--- config.mk ---
export PLATFORM = sky130hd
export DESIGN_NAME = id_prog_seq
export DESIGN_NICKNAME = d
export VERILOG_FILES = /design/src/rtl/idp_pkg.sv /design/src/rtl/idp_script.sv /design/src/rtl/idp_shifter.sv /design/src/rtl/id_prog_seq.sv
export SDC_FILE = /design/constraint.sdc
export NUM_CORES = 1
export LEC_CHECK = 0
export ABC_AREA = 1
export BUFFER_PORTS_ARGS = -buffer_cell sky130_fd_sc_hd__buf_2
export CAP_MARGIN = 20
export CORE_AREA = 2 2 121 182
export DETAILED_ROUTE_END_ITERATION = 7
export DIE_AREA = 0 0 123 184
export PLACE_DENSITY = 0.56
export SKIP_CTS_REPAIR_TIMING = 1
export SYNTH_ARGS = -nofsm -noshare
export SYNTH_HDL_FRONTEND = slang
export SYNTH_SLANG_ARGS = --single-unit
export TNS_END_PERCENT = 1
--- constraint.sdc ---
create_clock -name clk -period 2.37 [get_ports clk]
set_input_delay 0.1185 -clock clk [delete_from_list [all_inputs] [get_ports clk]]
set_output_delay 0.1185 -clock clk [all_outputs]
set_load 0.03 [all_outputs]
--- src/rtl/idp_pkg.sv ---
package idp_pkg;
    localparam int CMD_W      = 4;
    localparam int WORD_W     = 16;
    localparam int FRAME_BITS = CMD_W + WORD_W;
    localparam int NUM_STEPS  = 13;
    localparam int STEP_W     = $clog2(NUM_STEPS);
    localparam int BIT_W      = $clog2(FRAME_BITS);
    localparam int HOLD_BIT   = CMD_W - 1;

    typedef enum logic [1:0] {PH_IDLE, PH_HI, PH_LO} phase_e;
    typedef enum logic {SQ_IDLE, SQ_RUN} seq_e;

    typedef struct packed {
        logic [CMD_W-1:0]  cmd;
        logic [WORD_W-1:0] word;
        logic              hold;
    } frame_t;
endpackage

--- src/rtl/idp_script.sv ---
module idp_script
    import idp_pkg::*;
(
    input  logic [STEP_W-1:0] step_i,
    input  logic [63:0]       id_i,
    output frame_t            frame_o
);
    localparam logic [CMD_W-1:0] C_CORE  = 4'b0000;
    localparam logic [CMD_W-1:0] C_WRINC = 4'b1101;
    localparam logic [CMD_W-1:0] C_WRGO  = 4'b1111;

    logic [1:0] pair;
    assign pair = step_i[1:0];

    always_comb begin
        frame_o = '{cmd: C_CORE, word: 16'h0000, hold: 1'b0};
        case (step_i)
            4'd0:  frame_o.word = 16'h8EA6;
            4'd1:  frame_o.word = 16'h9CA6;
            4'd2:  frame_o.word = 16'h0E20;
            4'd3:  frame_o.word = 16'h6EF8;
            4'd4:  frame_o.word = 16'h0E00;
            4'd5:  frame_o.word = 16'h6EF7;
            4'd6:  frame_o.word = 16'h0E00;
            4'd7:  frame_o.word = 16'h6EF6;
            4'd8, 4'd9, 4'd10, 4'd11: begin
                frame_o.cmd  = (step_i == 4'd11) ? C_WRGO : C_WRINC;
                frame_o.word = id_i[16*pair +: 16];
            end
            default: frame_o.hold = 1'b1;
        endcase
    end
endmodule

--- src/rtl/idp_shifter.sv ---
module idp_shifter
    import idp_pkg::*;
#(
    parameter int HALF_CYC    = 250,
    parameter int HOLD_HI_CYC = 250000,
    parameter int HOLD_LO_CYC = 1250
) (
    input  logic   clk,
    input  logic   rst_n,
    input  logic   go_i,
    input  frame_t frame_i,
    output logic   pgc_o,
    output logic   pgd_o,
    output logic   fdone_o
);
    localparam int MAX_A = (HALF_CYC > HOLD_LO_CYC) ? HALF_CYC : HOLD_LO_CYC;
    localparam int MAX_C = (MAX_A > HOLD_HI_CYC) ? MAX_A : HOLD_HI_CYC;
    localparam int TW    = $clog2(MAX_C + 1);
    localparam logic [TW-1:0] T_HALF = TW'(HALF_CYC - 1);
    localparam logic [TW-1:0] T_HI   = TW'(HOLD_HI_CYC - 1);
    localparam logic [TW-1:0] T_LO   = TW'(HOLD_LO_CYC - 1);
    localparam logic [BIT_W-1:0] LAST_BIT = BIT_W'(FRAME_BITS - 1);
    localparam logic [BIT_W-1:0] HBIT     = BIT_W'(HOLD_BIT);

    typedef struct packed {
        phase_e                ph;
        logic [BIT_W-1:0]      idx;
        logic [FRAME_BITS-1:0] sr;
        logic                  hold;
        logic [TW-1:0]         tmr;
        logic                  pgc;
        logic                  pgd;
        logic                  fdone;
    } sh_t;

    sh_t q, d;
    logic at_hold;
    assign at_hold = q.hold && (q.idx == HBIT);

    always_comb begin
        d       = q;
        d.fdone = 1'b0;
        case (q.ph)
            PH_IDLE: if (go_i) begin
                d.sr   = {frame_i.word, frame_i.cmd};
                d.hold = frame_i.hold;
                d.idx  = '0;
                d.ph   = PH_HI;
                d.pgc  = 1'b1;
                d.pgd  = frame_i.cmd[0];
                d.tmr  = T_HALF;
            end
            PH_HI: if (q.tmr == '0) begin
                d.ph  = PH_LO;
                d.pgc = 1'b0;
                d.tmr = at_hold ? T_LO : T_HALF;
            end else begin
                d.tmr = q.tmr - 1'b1;
            end
            PH_LO: if (q.tmr == '0) begin
                if (q.idx == LAST_BIT) begin
                    d.ph    = PH_IDLE;
                    d.pgd   = 1'b0;
                    d.fdone = 1'b1;
                end else begin
                    d.idx = q.idx + 1'b1;
                    d.sr  = q.sr >> 1;
                    d.ph  = PH_HI;
                    d.pgc = 1'b1;
                    d.pgd = q.sr[1];
                    d.tmr = (q.hold && (q.idx + 1'b1 == HBIT)) ? T_HI : T_HALF;
                end
            end else begin
                d.tmr = q.tmr - 1'b1;
            end
            default: d.ph = PH_IDLE;
        endcase
    end

    always_ff @(posedge clk) begin
        if (!rst_n) begin
            q <= '{ph: PH_IDLE, idx: '0, sr: '0, hold: 1'b0, tmr: '0,
                   pgc: 1'b0, pgd: 1'b0, fdone: 1'b0};
        end else begin
            q <= d;
        end
    end

    assign pgc_o   = q.pgc;
    assign pgd_o   = q.pgd;
    assign fdone_o = q.fdone;

    p_data_steady_hi_r2: assert property (@(posedge clk) disable iff (!rst_n)
        (q.pgc && $past(q.pgc)) |-> $stable(q.pgd));
    p_bit_index_bound_r2: assert property (@(posedge clk) disable iff (!rst_n)
        q.idx <= LAST_BIT);
    p_frame_end_pulse_r2: assert property (@(posedge clk) disable iff (!rst_n)
        q.fdone |=> !q.fdone);
    p_frame_ends_low_r6: assert property (@(posedge clk) disable iff (!rst_n)
        q.fdone |-> !q.pgc);
endmodule

--- src/rtl/id_prog_seq.sv ---
module id_prog_seq
    import idp_pkg::*;
#(
    parameter int HALF_CYC    = 250,
    parameter int HOLD_HI_CYC = 250000,
    parameter int HOLD_LO_CYC = 1250
) (
    input  logic        clk,
    input  logic        rst_n,
    input  logic        start_i,
    input  logic [63:0] id_i,
    output logic        prog_clk_o,
    output logic        prog_dat_o,
    output logic        prog_dat_oe_o,
    output logic        busy_o,
    output logic        done_o
);
    localparam logic [STEP_W-1:0] LAST_STEP = STEP_W'(NUM_STEPS - 1);

    typedef struct packed {
        seq_e              st;
        logic [STEP_W-1:0] step;
        logic [63:0]       id;
        logic              go;
        logic              done;
    } top_t;

    top_t   q, d;
    frame_t frame;
    logic   fdone;

    idp_script i_script (
        .step_i  (q.step),
        .id_i    (q.id),
        .frame_o (frame)
    );

    idp_shifter #(
        .HALF_CYC    (HALF_CYC),
        .HOLD_HI_CYC (HOLD_HI_CYC),
        .HOLD_LO_CYC (HOLD_LO_CYC)
    ) i_shifter (
        .clk     (clk),
        .rst_n   (rst_n),
        .go_i    (q.go),
        .frame_i (frame),
        .pgc_o   (prog_clk_o),
        .pgd_o   (prog_dat_o),
        .fdone_o (fdone)
    );

    always_comb begin
        d      = q;
        d.go   = 1'b0;
        d.done = 1'b0;
        case (q.st)
            SQ_IDLE: if (start_i) begin
                d.st   = SQ_RUN;
                d.step = '0;
                d.id   = id_i;
                d.go   = 1'b1;
            end
            SQ_RUN: if (fdone) begin
                if (q.step == LAST_STEP) begin
                    d.st   = SQ_IDLE;
                    d.done = 1'b1;
                end else begin
                    d.step = q.step + 1'b1;
                    d.go   = 1'b1;
                end
            end
            default: d.st = SQ_IDLE;
        endcase
    end

    always_ff @(posedge clk) begin
        if (!rst_n) begin
            q <= '{st: SQ_IDLE, step: '0, id: '0, go: 1'b0, done: 1'b0};
        end else begin
            q <= d;
        end
    end

    assign busy_o        = (q.st == SQ_RUN);
    assign prog_dat_oe_o = busy_o;
    assign done_o        = q.done;

    p_done_single_r7: assert property (@(posedge clk) disable iff (!rst_n)
        done_o |=> !done_o);
    p_done_when_idle_r7: assert property (@(posedge clk) disable iff (!rst_n)
        done_o |-> !busy_o);
    p_done_after_last_r7: assert property (@(posedge clk) disable iff (!rst_n)
        done_o |-> $past(q.step) == LAST_STEP);
    p_id_held_r8: assert property (@(posedge clk) disable iff (!rst_n)
        busy_o |=> $stable(q.id));
    p_clock_quiet_idle_r1: assert property (@(posedge clk) disable iff (!rst_n)
        !busy_o |-> !prog_clk_o);
endmodule

# After elaboration in Yosys (flattened, before gate mapping)
# Index checks and enable logic that the tools add are counted.
# totals
register_bits,120
output_inout_bits,5
wordCells,93
memories,0
mem_bits_rw,0
mem_bits_ro,0
in_bits,67
latchBits,0
# classes
multipliers,0
add_sub_neg,3
n_eq_ne,25
shift,1
n_bitwise,1
div,0
muxes,30
n_lt_le_gt_ge,0
reduce_logical,20
# ops
cell,n
case mux 16 bit (8 select lines),1
two-way mux 70 bit,1
indexed part select 64 x 7 -> 16 bit,1
case mux 19 bit (3 select lines),1
two-way mux 18 bit,3
case mux 25 bit (2 select lines),1
two-way mux 48 bit,1
two-way mux 27 bit,1
two-way mux 25 bit,1
equality test 4 bit (second input constant),5
two-way mux 19 bit,1
zero test 18 bit,1
AND reduction 3 bit,6
subtractor 18 x 1 -> 18 bit (second input constant),1
equality test 4 x 3 -> 1 bit (second input constant),4
OR reduction 12 bit,1
two-way mux 11 bit,1
equality test 5 x 2 -> 1 bit (second input constant),2
case mux 5 bit (2 select lines),1
equality test 4 x 2 -> 1 bit (second input constant),2
two-way mux 4 bit,2
inequality test 2 bit (second input constant),4
two-way mux 1 bit,7
two-way mux 2 bit,3
23 further kinds,28

# Depth between registers and ports, before layout
# logic_depth
word_depth,7
mapped_depth,14
mapped_depth_nobuf,13

# Hierarchy
# Synthesis repeated with hierarchy kept, for this count alone.
# hier_totals
cells_unflattened,939
hier_area_um2,6224.7
# by_module_without_submodules
module,cells_each,instances,area_each_um2,seq_area_each_um2
idp_shifter,465,1,3010.4,960.9
id_prog_seq,322,1,2551.2,1421.4
idp_script,152,1,663.1,0.0

# Least setup slack after synthesis
# No wires, ideal clock.
# synth_path
path_type,reg2reg
startpoint,register q[67] (netlist bit)
endpoint,register i_shifter.q[41] (netlist bit)
synth_period_minus_slack_ns,1.912
slack_ns,0.458
t_required_ns,2.299
arrival_time_ns,1.842
n_path_buf,3
path_stages_with_launch,12
setup_ns,0.071
cell_sequence,dfxtp_1 buf_2 inv_2 buf_2 ha_1 nor2_1 a21oi_2 buf_4 nand3_1 a21oi_1 nand3_1 a21oi_1
# synth_via
elab_chain_len,5
elab_cells_between_ends,18
cone_classes,eq/ne (11); shift (1); mux (3); reduce/logical (3)
# synth_rtl
element,line,source
start: declaration,id_prog_seq.sv:28,"top_t q, d;"
start signal: assignment,id_prog_seq.sv:78,"q <= '{st: SQ_IDLE, step: '0, id: '0, go: 1'b0, done: 1'b0};"
branches (longest 2 deep; another with indexed part select 64 x 7 -> 16 bit),-,
case mux 16 bit (8 select lines) *,idp_script.sv:17,case (step_i)
two-way mux 48 bit *,idp_shifter.sv:44,PH_IDLE: if (go_i) begin
case mux 25 bit (2 select lines) *,idp_shifter.sv:43,case (q.ph)
end signal: assignment,idp_shifter.sv:82,"q <= '{ph: PH_IDLE, idx: '0, sr: '0, hold: 1'b0, tmr: '0,"
end: declaration,idp_shifter.sv:36,"sh_t q, d;"
# Mark *: on every way between the ends. The select of a mux whose other input is x is not followed.
# A chain may end at the register's enable or synchronous reset.

# Final worst setup path
# layout_path
startpoint,register q[67] (netlist bit)
endpoint,register i_shifter.q[24] (netlist bit)
# layout_via
elab_chain_len,5
elab_cells_between_ends,8
cone_classes,eq/ne (4); mux (3); reduce/logical (1)
# layout_rtl
element,line
equality test 4 bit,idp_script.sv:17
OR reduction 4 bit *,idp_script.sv:17
two-way mux 4 bit *,idp_script.sv:17
two-way mux 48 bit *,idp_shifter.sv:44
case mux 25 bit (2 select lines) *,idp_shifter.sv:43
# Every way passes the cells marked *; elsewhere a longest branch is shown, timed or not. The select of a mux whose other input is x is not followed.

==> run metrics <==
pin count of the biggest net entering global routing=87; Synth Cell Area=6230 um^2; critical setup path kind=reg2reg; TritonCTS clock tree=built; worst hold-check path type=in2reg; Crit. path cell count=8; number of rows created at floorplan=65; number of max-cap violations=0; Peak VDD IR=0.458 mV; initial antenna violation count=0; wirelength, routed=16.9 mm; Ports=72; total number of nets in the final design=1,106; critical path data arrival time=2.37 ns; crit path launch type=register; floorplan die width=123 um; sequential cell area=2380 um^2; post-route standard cell area excluding fillers=7650 um^2; Crit. End Element=register; leakage power of the design=3.48 nW; Cells after Synth=945; setup repair after global routing missed its margin=no; final RePlAce weighted congestion=0.924; highest layer used for signal routing=met4; required time reported for the critical path endpoint=2.72 ns; most common cell after layout, fill and taps aside=nand2_1; detailed-routed wire length on met3=535 um; reg2reg path depth=8; number of input and output port buffers inserted=71; worst-path cell with the longest stage delay=a21oi_2; failing checks=hold timing; portion of the clock cycle consumed by the worst path in the final layout=85.5%; synth warn=0; number of clock sinks seen by CTS=119; mean area per synthesized cell=6.59 um^2; Die Outline Area=22,600 um^2; Crit path largest cell delay=0.51 ns; setup-violating endpoint count in the final report=0; Starting Density=29.7%; Clock H-tree levels=4; clock-pin slew reported for the worst setup and hold paths after clock tree synthesis=0.06 ns; vias after detailed routing=6,012; routed len/inst=12.9 um; worst-case clock skew=0.00857 ns; clock buffer count from CTS=17; wire length on met1=7.12 mm; number of nets with antenna violations after detailed routing=0; portion of total power attributed to the clock network=33.0%; Power Density=1030 nW/um^2; global-route wire length before repair=28.0 mm; later-pin clock latency in the skew report=0.42 ns; cell breakdown of the critical path=inv_2 > ha_1 > nor2_1 > a21oi_2 > nand2_1 > o21ai_0 > o21ai_0 > a21oi_1; top cell family by delay on the critical path=compound AO/OA/AOI/OAI gates; number of fill cells=2,283; maximum operating frequency=493 MHz; total placed instance area=6820 um^2; area taken by multi-input logic gates=3160 um^2; drt drc=0; clock root buffer=clkbuf_16; area overhead of the layout relative to synthesis=22.8%; shortest clock period the worst path allows after layout=2.03 ns; Critical Path Most Common Cell=o21ai_0; leading area contributor after synthesis=dfxtp_1; total congestion overflow after global routing=0; outcome=finished with violations; most used cells in the layout excluding fill and tap cells=nand2_1, dfxtp_1, inv_1; sequential share of the synthesized area=38.3%; met2 wirelength from detailed routing=8.82 mm; Ant. Diodes=0; iteration count of the initial detailed-routing pass=4; number of global-route vias before repair=5,870; sw power=3.11 mW; measured slew at the worst slew-check pin=0.883 ns; GRT Total Usage=15.8%; number of unique standard cell types used by synthesis=39; chip height=184 um; via density per instance=4.60; number of max-slew violations in the final report=0; Yosys reg bits=119; number of buffers on the longest clock path=2; dominant cells by area after synthesis=dfxtp_1, nand2_1, a21oi_1, o21ai_0, inv_1; worst rel slew slack=41.0%; Switching Fraction=39.6%; share of post-route cells with drive strength above 1=15.0%; hold slack final=-0.0241 ns; drt initial violations=264; number of buffer and inverter instances along the worst setup path=1; Detail Placement HPWL=12.3 mm; syn_nets=1,024; power share of the combinational group=35.6%; sequential cell fraction of total power=31.4%; internal power=4.75 mW; summed negative setup slack over all endpoints=0 ns; hold path cells=3; final hold violation count=18; core area=21,000 um^2; share of the synthesized area in the top cell type=38.3%; highest net fanout along the worst path=15
[final timing paths]
path	from	to	slack, ns
setup / recovery	q[67]	i_shifter.q[24]	0.34
hold / removal	id_i[34]	q[36]	-0.02
setup reg to reg	q[67]	i_shifter.q[24]	0.34
hold reg to reg	q[58]	q[58]	0.45
[Yosys cell counts (all sizes together)]
master,n
xnor2,1
a211oi,2
buf,19
a21oi,109
o211ai,1
xor2,5
nor3,5
nor2,93
o21a,1
inv,116
nor4,1
o21ai,90
ha,12
o221a,1
o2bb2ai,1
a31oi,2
or2,1
nand4,9
dfxtp,119
clkbuf,30
o31ai,1
nand3,67
nand2,258
nand3b,1
[routing by layer]
layer,vias up,track usage [%]
met5,-,0
li1,3175,-
met1,2703,17.6
met4,0,6.91
met3,32,3.35
met2,102,28.4
[flip-flops by register name, summed over array words and instances (netlist names)]
name / count
q: 69
i_shifter.q: 45
busy_o: 1
done_o: 1
i_shifter.fdone_o: 1
i_shifter.pgc_o: 1
i_shifter.pgd_o: 1
[cells by family after synthesis]
| kind of cell | after synthesis | synth area share, % |
|---|---|---|
| xor gates and xnor gates | 6 | 0.844 |
| DFF | 119 | 38.3 |
| adders and majority gates | 12 | 2.41 |
| buffers and inverters | 165 | 11.0 |
| and+or+nand+nor | 435 | 29.8 |
| AOI/OAI and AO/OA | 208 | 17.7 |
[cell type report]
cell class / instances / area share [%]
repair buffers: 112 / 9.62
well taps: 268 / 4.39
clock inverters: 15 / 2.14
clock buffers: 17 / 5.56
flip-flops and latches: 119 / 31.2
multi-input cells: 661 / 41.4
inverters: 116 / 5.76
[through the flow]
step | power (mW) | utilization, % | setup WS, ns | std cells | hold WS (ns)
3_5_place_dp | 5.29 | 32.5 | 0.349 | 1252 | 0.354
2_1_floorplan | 4.69 | - | 0.458 | 945 | 0.253
6_report | 7.87 | 36.4 | 0.343 | 1308 | -0.0241
3_3_place_gp | 5.29 | 32.5 | 0.460 | 1252 | 0.356
4_1_cts | 7.92 | 35.3 | 0.336 | 1284 | -0.0929
5_1_grt | 8.43 | 36.4 | 0.0463 | 1308 | -0.0170
[power by group through the flow]
stage	registers [mW]	logic [mW]	clock network [mW]
detailed placement	2.52	2.78	0
CTS	2.47	2.79	2.66
global placement	2.51	2.77	0
finish	2.47	2.80	2.60
floorplan	2.50	2.19	0
global route	2.51	3.18	2.74
[worst register-to-register path: cells and delay by family, from the launching register on]
| family | cells | cell delay, ns |
|---|---|---|
| simple gates | 2 | 0.33 |
| fa+ha+maj | 1 | 0.23 |
| flops | 1 | 0.39 |
| buf+inv | 1 | 0.13 |
| compound gates | 4 | 0.88 |
Power figures use the tool's default switching activity.
